<file path="src/rtl/prd_pkg.sv">
package prd_pkg;
  localparam int unsigned DESC_BYTES = 8;
  localparam int unsigned CNT_W      = 16;

  typedef struct packed {
    logic        last;
    logic [14:0] rsvd;
    logic [15:0] cnt;
    logic [31:0] addr;
  } prd_desc_t;

  typedef enum logic [2:0] {
    W_IDLE, W_ARMED, W_FETCH, W_BACKOFF, W_WAIT, W_DELAY, W_XREQ, W_XWAIT
  } walk_st_e;
endpackage

</file>
<file path="src/rtl/prd_timer.sv">
module prd_timer #(
  parameter int unsigned TMR_W = 8
) (
  input  logic             clk_i,
  input  logic             rst_ni,
  input  logic             load_i,
  input  logic [TMR_W-1:0] val_i,
  output logic             zero_o
);
  logic [TMR_W-1:0] cnt_q;

  always_ff @(posedge clk_i or negedge rst_ni) begin
    if (!rst_ni)          cnt_q <= '0;
    else if (load_i)      cnt_q <= val_i;
    else if (cnt_q != '0) cnt_q <= cnt_q - 1'b1;
  end

  assign zero_o = (cnt_q == '0);
endmodule

</file>
<file path="src/rtl/prd_budget.sv">
module prd_budget #(
  parameter int unsigned BUD_W = 24
) (
  input  logic             clk_i,
  input  logic             rst_ni,
  input  logic             load_i,
  input  logic [BUD_W-1:0] load_val_i,
  input  logic             sub_i,
  input  logic [15:0]      sub_val_i,
  output logic [BUD_W-1:0] rem_o
);
  always_ff @(posedge clk_i or negedge rst_ni) begin
    if (!rst_ni)     rem_o <= '0;
    else if (load_i) rem_o <= load_val_i;
    else if (sub_i)  rem_o <= rem_o - BUD_W'(sub_val_i);
  end
endmodule

</file>
<file path="src/rtl/prd_decode.sv">
module prd_decode
  import prd_pkg::*;
#(
  parameter int unsigned SECT_W = 9,
  parameter int unsigned BUD_W  = 24
) (
  input  logic [63:0]      word_i,
  input  logic [BUD_W-1:0] rem_i,
  output logic [31:0]      addr_o,
  output logic [15:0]      cnt_o,
  output logic             last_o,
  output logic [15:0]      secs_o,
  output logic             bad_o
);
  prd_desc_t d;
  logic      misaligned, over;

  assign d          = prd_desc_t'(word_i);
  assign addr_o     = d.addr;
  assign cnt_o      = d.cnt;
  assign last_o     = d.last;
  assign secs_o     = d.cnt >> SECT_W;
  assign misaligned = (d.cnt & 16'((1 << SECT_W) - 1)) != 16'd0;
  assign over       = BUD_W'(d.cnt) > rem_i;
  assign bad_o      = (d.cnt == 16'd0) || misaligned || over || (d.rsvd != '0);
endmodule

</file>
<file path="src/rtl/prd_walker.sv">
module prd_walker
  import prd_pkg::*;
#(
  parameter int unsigned SECT_W      = 9,
  parameter int unsigned DISK_DLY    = 4,
  parameter int unsigned BACKOFF_CYC = 6,
  parameter int unsigned BUD_W       = 24
) (
  input  logic             clk_i,
  input  logic             rst_ni,
  input  logic             arm_i,
  input  logic             dir_i,
  input  logic [BUD_W-1:0] cmd_bytes_i,
  input  logic             start_i,
  input  logic [31:0]      tbl_base_i,
  input  logic             abort_i,
  output logic             mrd_req_o,
  output logic [31:0]      mrd_addr_o,
  input  logic             mrd_busy_i,
  input  logic             mrd_vld_i,
  input  logic [63:0]      mrd_data_i,
  output logic             xfer_req_o,
  output logic [31:0]      xfer_addr_o,
  output logic [15:0]      xfer_len_o,
  output logic             xfer_dir_o,
  input  logic             xfer_busy_i,
  input  logic             xfer_done_i,
  output logic             done_o,
  output logic             err_o
);
  localparam int unsigned MAX_SECS = 1 << (CNT_W - SECT_W);
  localparam int unsigned TMR_W    = $clog2(DISK_DLY + MAX_SECS + BACKOFF_CYC + 2);

  walk_st_e         st;
  logic [31:0]      ptr_q, d_addr_q;
  logic [15:0]      d_cnt_q;
  logic             d_last_q, dir_q;
  logic             active, bad_start;
  logic             tmr_load, tmr_zero;
  logic [TMR_W-1:0] tmr_val;
  logic [BUD_W-1:0] rem, rem_after;
  logic             bud_load, bud_sub;
  logic [31:0]      dec_addr;
  logic [15:0]      dec_cnt, dec_secs;
  logic             dec_last, dec_bad;

  assign active    = (st != W_IDLE);
  assign bad_start = start_i && (st != W_ARMED);

  prd_decode #(.SECT_W(SECT_W), .BUD_W(BUD_W)) i_decode (
    .word_i (mrd_data_i),
    .rem_i  (rem),
    .addr_o (dec_addr),
    .cnt_o  (dec_cnt),
    .last_o (dec_last),
    .secs_o (dec_secs),
    .bad_o  (dec_bad)
  );

  // one counter serves both the retry backoff and the media latency
  assign tmr_load = (st == W_FETCH && mrd_busy_i) ||
                    (st == W_WAIT && mrd_vld_i && !dec_bad);
  assign tmr_val  = (st == W_FETCH) ? TMR_W'(BACKOFF_CYC - 1)
                                    : TMR_W'(DISK_DLY) + TMR_W'(dec_secs) - 1'b1;

  prd_timer #(.TMR_W(TMR_W)) i_timer (
    .clk_i  (clk_i),
    .rst_ni (rst_ni),
    .load_i (tmr_load),
    .val_i  (tmr_val),
    .zero_o (tmr_zero)
  );

  assign bud_load  = (st == W_IDLE) && arm_i && !start_i;
  assign bud_sub   = (st == W_XWAIT) && xfer_done_i && !abort_i && !start_i;
  assign rem_after = rem - BUD_W'(d_cnt_q);

  prd_budget #(.BUD_W(BUD_W)) i_budget (
    .clk_i      (clk_i),
    .rst_ni     (rst_ni),
    .load_i     (bud_load),
    .load_val_i (cmd_bytes_i),
    .sub_i      (bud_sub),
    .sub_val_i  (d_cnt_q),
    .rem_o      (rem)
  );

  always_ff @(posedge clk_i or negedge rst_ni) begin
    if (!rst_ni) begin
      st       <= W_IDLE;
      ptr_q    <= '0;
      d_addr_q <= '0;
      d_cnt_q  <= '0;
      d_last_q <= 1'b0;
      dir_q    <= 1'b0;
      done_o   <= 1'b0;
      err_o    <= 1'b0;
    end else begin
      done_o <= 1'b0;
      err_o  <= 1'b0;
      if (abort_i && active) begin
        st    <= W_IDLE;
        err_o <= 1'b1;
      end else if (bad_start) begin
        st    <= W_IDLE;
        err_o <= 1'b1;
      end else begin
        unique case (st)
          W_IDLE: if (arm_i) begin
            st    <= W_ARMED;
            dir_q <= dir_i;
          end
          W_ARMED: if (start_i) begin
            st    <= W_FETCH;
            ptr_q <= tbl_base_i & ~32'h7;
          end
          W_FETCH:   st <= mrd_busy_i ? W_BACKOFF : W_WAIT;
          W_BACKOFF: if (tmr_zero) st <= W_FETCH;
          W_WAIT: if (mrd_vld_i) begin
            ptr_q <= ptr_q + 32'(DESC_BYTES);
            if (dec_bad) begin
              st    <= W_IDLE;
              err_o <= 1'b1;
            end else begin
              st       <= W_DELAY;
              d_addr_q <= dec_addr;
              d_cnt_q  <= dec_cnt;
              d_last_q <= dec_last;
            end
          end
          W_DELAY: if (tmr_zero) st <= W_XREQ;
          W_XREQ:  if (!xfer_busy_i) st <= W_XWAIT;
          W_XWAIT: if (xfer_done_i) begin
            if (d_last_q) begin
              st <= W_IDLE;
              if (rem_after == '0) done_o <= 1'b1;
              else                 err_o  <= 1'b1;
            end else begin
              st <= W_FETCH;
            end
          end
          default: st <= W_IDLE;
        endcase
      end
    end
  end

  assign mrd_req_o   = (st == W_FETCH);
  assign mrd_addr_o  = ptr_q;
  assign xfer_req_o  = (st == W_XREQ);
  assign xfer_addr_o = d_addr_q;
  assign xfer_len_o  = d_cnt_q;
  assign xfer_dir_o  = dir_q;
endmodule

</file>
<file path="config.mk">
export PLATFORM = sky130hd
export DESIGN_NAME = prd_walker
export DESIGN_NICKNAME = d
export VERILOG_FILES = /design/src/rtl/prd_pkg.sv /design/src/rtl/prd_timer.sv /design/src/rtl/prd_budget.sv /design/src/rtl/prd_decode.sv /design/src/rtl/prd_walker.sv
export SDC_FILE = /design/constraint.sdc
export NUM_CORES = 1
export LEC_CHECK = 0
export BUFFER_PORTS_ARGS = -buffer_cell sky130_fd_sc_hd__buf_2
export CAP_MARGIN = 20
export CORE_MARGIN = 8
export CORE_UTILIZATION = 45
export DETAILED_ROUTE_END_ITERATION = 12
export PLACE_DENSITY_LB_ADDON = 0.12
export SYNTH_ARGS = -nofsm -noshare
export SYNTH_HDL_FRONTEND = slang
export SYNTH_SLANG_ARGS = --single-unit
</file>
<file path="constraint.sdc">
create_clock -name clk_i -period 3.9 [get_ports clk_i]
set_clock_uncertainty 0.15 [all_clocks]
set_input_delay 0.195 -clock clk_i [delete_from_list [all_inputs] [get_ports clk_i]]
set_output_delay 0.195 -clock clk_i [all_outputs]
set_load 0.02 [all_outputs]
</file>
==> reports/results.tsv <==
stage	metric	value	unit
outcome	status	finished clean	
synthesis	synthesis.area	7348	um^2
synthesis	yosysUniqueCellTypes	66	
die	core_area	15940	um^2
sta	finalSetupTns	0	ns
sta	final.period_utilization	88.93	%
layout	syn2layout_area_growth	37.54	%
clocking	clkSinkCount	116	
sta	hold_violations	0	
sta	slew_viol_final	0	
detailed_routing	via_per_inst	5.447	
clocking	cts_tree	yes	
layout	final_common_cell	buf_2	
layout	drive_gt1_share	23.44	%
setup_path	path_max_fanout	5	
sta	slew_headroom	32.13	%
die	die_w	143.8	um
power_and_ir_drop	power	0.006641	W
detailed_routing	drc	0	
die	ioPinCount	215	
synthesis	yosysTopAreaCellShare	39.50	%
clocking	cts_buffers	17	
setup_path	r2r-start	i_budget.rem_o[0]$_DFFE_PN0P_	
hold_path	min_path_type	in -> reg	
synthesis	synth-main-ff-cell	dfrtp_1	
detailed_routing	drt_iter0_markers	458	
global_route	antenna_found_initial	0	
die	die_height	143.8	um
global_route	grt_pass1_vias	7282	
clocking	htree_levels	4	
place	place_congestion	0.8784	
setup_path	crit_slowest_cell	dfrtp_1	
sta	min_period	3.468	ns
job	maxCapViolCount	0	
power_and_ir_drop	leakage	4.893	nW
power_and_ir_drop	ir_worst_vdd	387.4	uV
detailed_routing	drtAntennaViolNets	0	
global_route	gr-total-overflow	0	
synthesis	synthArstFlopShare	100.0	%
place	dp_hpwl	17070	um
detailed_routing	detail_route.wl_per_cell	17.49	um
sta	rsz0062_at_grt	false	
setup_path	critPathCaptureType	flip-flop	
clocking	cts_root_buffer	clkbuf_16	
clocking	path_clk_slew	0.06	ns
sta	worstMarginPinSlew	1.018	ns
sta	fmax	0.2883	GHz
die	dieArea	20670	um^2
setup_path	setup.worst_path.class	reg -> reg	
synthesis	yosysTopAreaCell	dfrtp_1	
synthesis	synth-edff-count	0	
place	io_buffers	208	
synthesis	synth-warning-count	0	
setup_path	slowest_delay	0.40	ns
layout	fin_nets	1289	
synthesis	ys_top_cells_by_area	dfrtp_1 40%, ha_1 6.1%, mux2_1 5.7%	
setup_path	crit_required	4.05	ns
layout	antenna_cells	0	
synthesis	synth_cells	836	
global_route	gr-usage-all-layers	23.34	%
clocking	clock_latency	0.42	ns
layout	layout_common_cells	207 x buf_2, 116 x dfrtp_1, 95 x dlygate4sd3_1	
die	start_util	46.09	%
setup_path	crit_start	i_budget.rem_o[0]$_DFFE_PN0P_	
hold_path	hold_path_depth	4	
setup_path	startpoint_type	flip-flop	
die	rows	46	
detailed_routing	vias	7359	
setup_path	reg2reg_depth	11	
global_route	grt_pass1_wl	37890	um
sta	setup_viol	0	
power_and_ir_drop	power_density	657.1	nW/um^2
synthesis	avgSynthCellArea	8.790	um^2
setup_path	path_cells	inv_1 > ha_1 > fa_1 > nand2b_1 > a21oi_1 > o21ai_0 > o21ai_0 > a21oi_1 > xnor2_1 > nand3_1 > a31o_1	
clocking	cts.repair.resized	0	
synthesis	ys_seq_elements	116	
detailed_routing	wl	23630	um
detailed_routing	drt_first_pass_iters	5	
setup_path	arrival	3.62	ns
hold_path	min-delay-start	tbl_base_i[14]	
clocking	cts_buffer_depth	2	
synthesis	synth_seq_area_share	39.50	%
global_route	grt_max_degree	69	
## registers in the layout (all words and copies together) (netlist names)
signal / cells
xfer_addr_o: 32
mrd_addr_o: 29
i_budget.rem_o: 24
xfer_len_o: 16
i_timer.cnt_q: 8
st: 3
d_last_q: 1
done_o: 1
err_o: 1
xfer_dir_o: 1
## cells in the mapped netlist, types with 6 or more instances
library cell / n
nor2_1: 82
dfrtp_1: 116
nand4_1: 6
buf_2: 6
nand2b_1: 6
inv_1: 43
buf_6: 6
and2_1: 13
nand3_1: 34
nand2_1: 75
o21ai_0: 69
xnor2_1: 22
clkbuf_1: 28
a21o_1: 10
mux2_1: 37
a21oi_1: 75
a22oi_1: 9
o22ai_1: 10
nor4_1: 13
a31oi_1: 14
ha_1: 36
nor3_1: 15
and3_1: 15
## timing repair
item                                   4_1_cts  5_1_grt
setup endpoints to repair                    0        0
hold buffers                                95        0
endpoints found under the hold margin      145        0
buffers inserted                             0        0
## metrics by stage
stage / worst slack, ns / cells / cell area (um^2) / utilization [%] / hold WS, ns
2_1_floorplan: 0.9042 / 838 / 7356 / - / -0.2506
3_3_place_gp: 0.4914 / 1224 / 8521 / 53.45 / 0.1158
3_5_place_dp: 0.5052 / 1224 / 8521 / 53.45 / 0.1194
4_1_cts: 0.4704 / 1351 / 10110 / 63.40 / 0.02872
5_1_grt: 0.1029 / 1351 / 10110 / 63.40 / 0.05810
6_report: 0.4317 / 1351 / 10110 / 63.40 / 0.04430
## worst max-delay path, delay by kind of cell, from the launching register on
family	cells	cell delay (ns)
XOR/XNOR	1	0.19
buffers and inverters	1	0.08
adder cells (fa/ha/maj)	2	0.60
AO/OA/AOI/OAI	5	1.60
flip-flops	1	0.40
AND/OR/NAND/NOR	2	0.32
## routing by layer
layer,wire length (um),up-vias,global-route usage (%)
met5,0,-,0
met4,532,0,8.356
met3,1500,33,4.778
met2,11060,226,37.40
met1,10540,3514,30.62
li1,-,3586,-
## logic make-up (layout without fill, tap and decap cells)
kind of cell    after synthesis  count (layout)  synth area share [%]
compound gates              236             236                 19.85
xor+xnor                     27              27                 3.218
fa+ha+maj                    37              37                 6.402
buf+inv                      88             385                 5.431
flops                       116             116                 39.50
mux                          40              40                 6.096
other cells                   1               3               0.05103
simple gates                291             291                 19.45
## layout make-up
type,count,area [um^2]
Clock buffer,21,460.4
Clock inverter,11,175.2
Fill cell,1375,5836
Inverter,43,161.4
Multi-Input combinational cell,634,4065
Sequential cell,116,2903
Tap cell,216,270.3
Timing Repair Buffer,310,2072
## report_power, final
group          internal, W  total, W  switching, W
clock              0.00111   0.00169      0.000588
sequential         0.00153   0.00193      0.000397
combinational      0.00122   0.00302       0.00180
total              0.00386   0.00664       0.00278
## path summary, 6_finish.rpt
check | to | slack, ns
max | err_o$_DFF_PN0_ | 0.43
min | mrd_addr_o[14]$_DFFE_PN0P_ | 0.04
max reg2reg | err_o$_DFF_PN0_ | 0.43
min reg2reg | xfer_dir_o$_DFFE_PN0P_ | 0.32
max in group asynchronous | i_budget.rem_o[20]$_DFFE_PN0P_ | 2.57
min in group asynchronous | mrd_addr_o[9]$_DFFE_PN0P_ | 0.19
No activity file was read; power rests on OpenSTA's default activity.
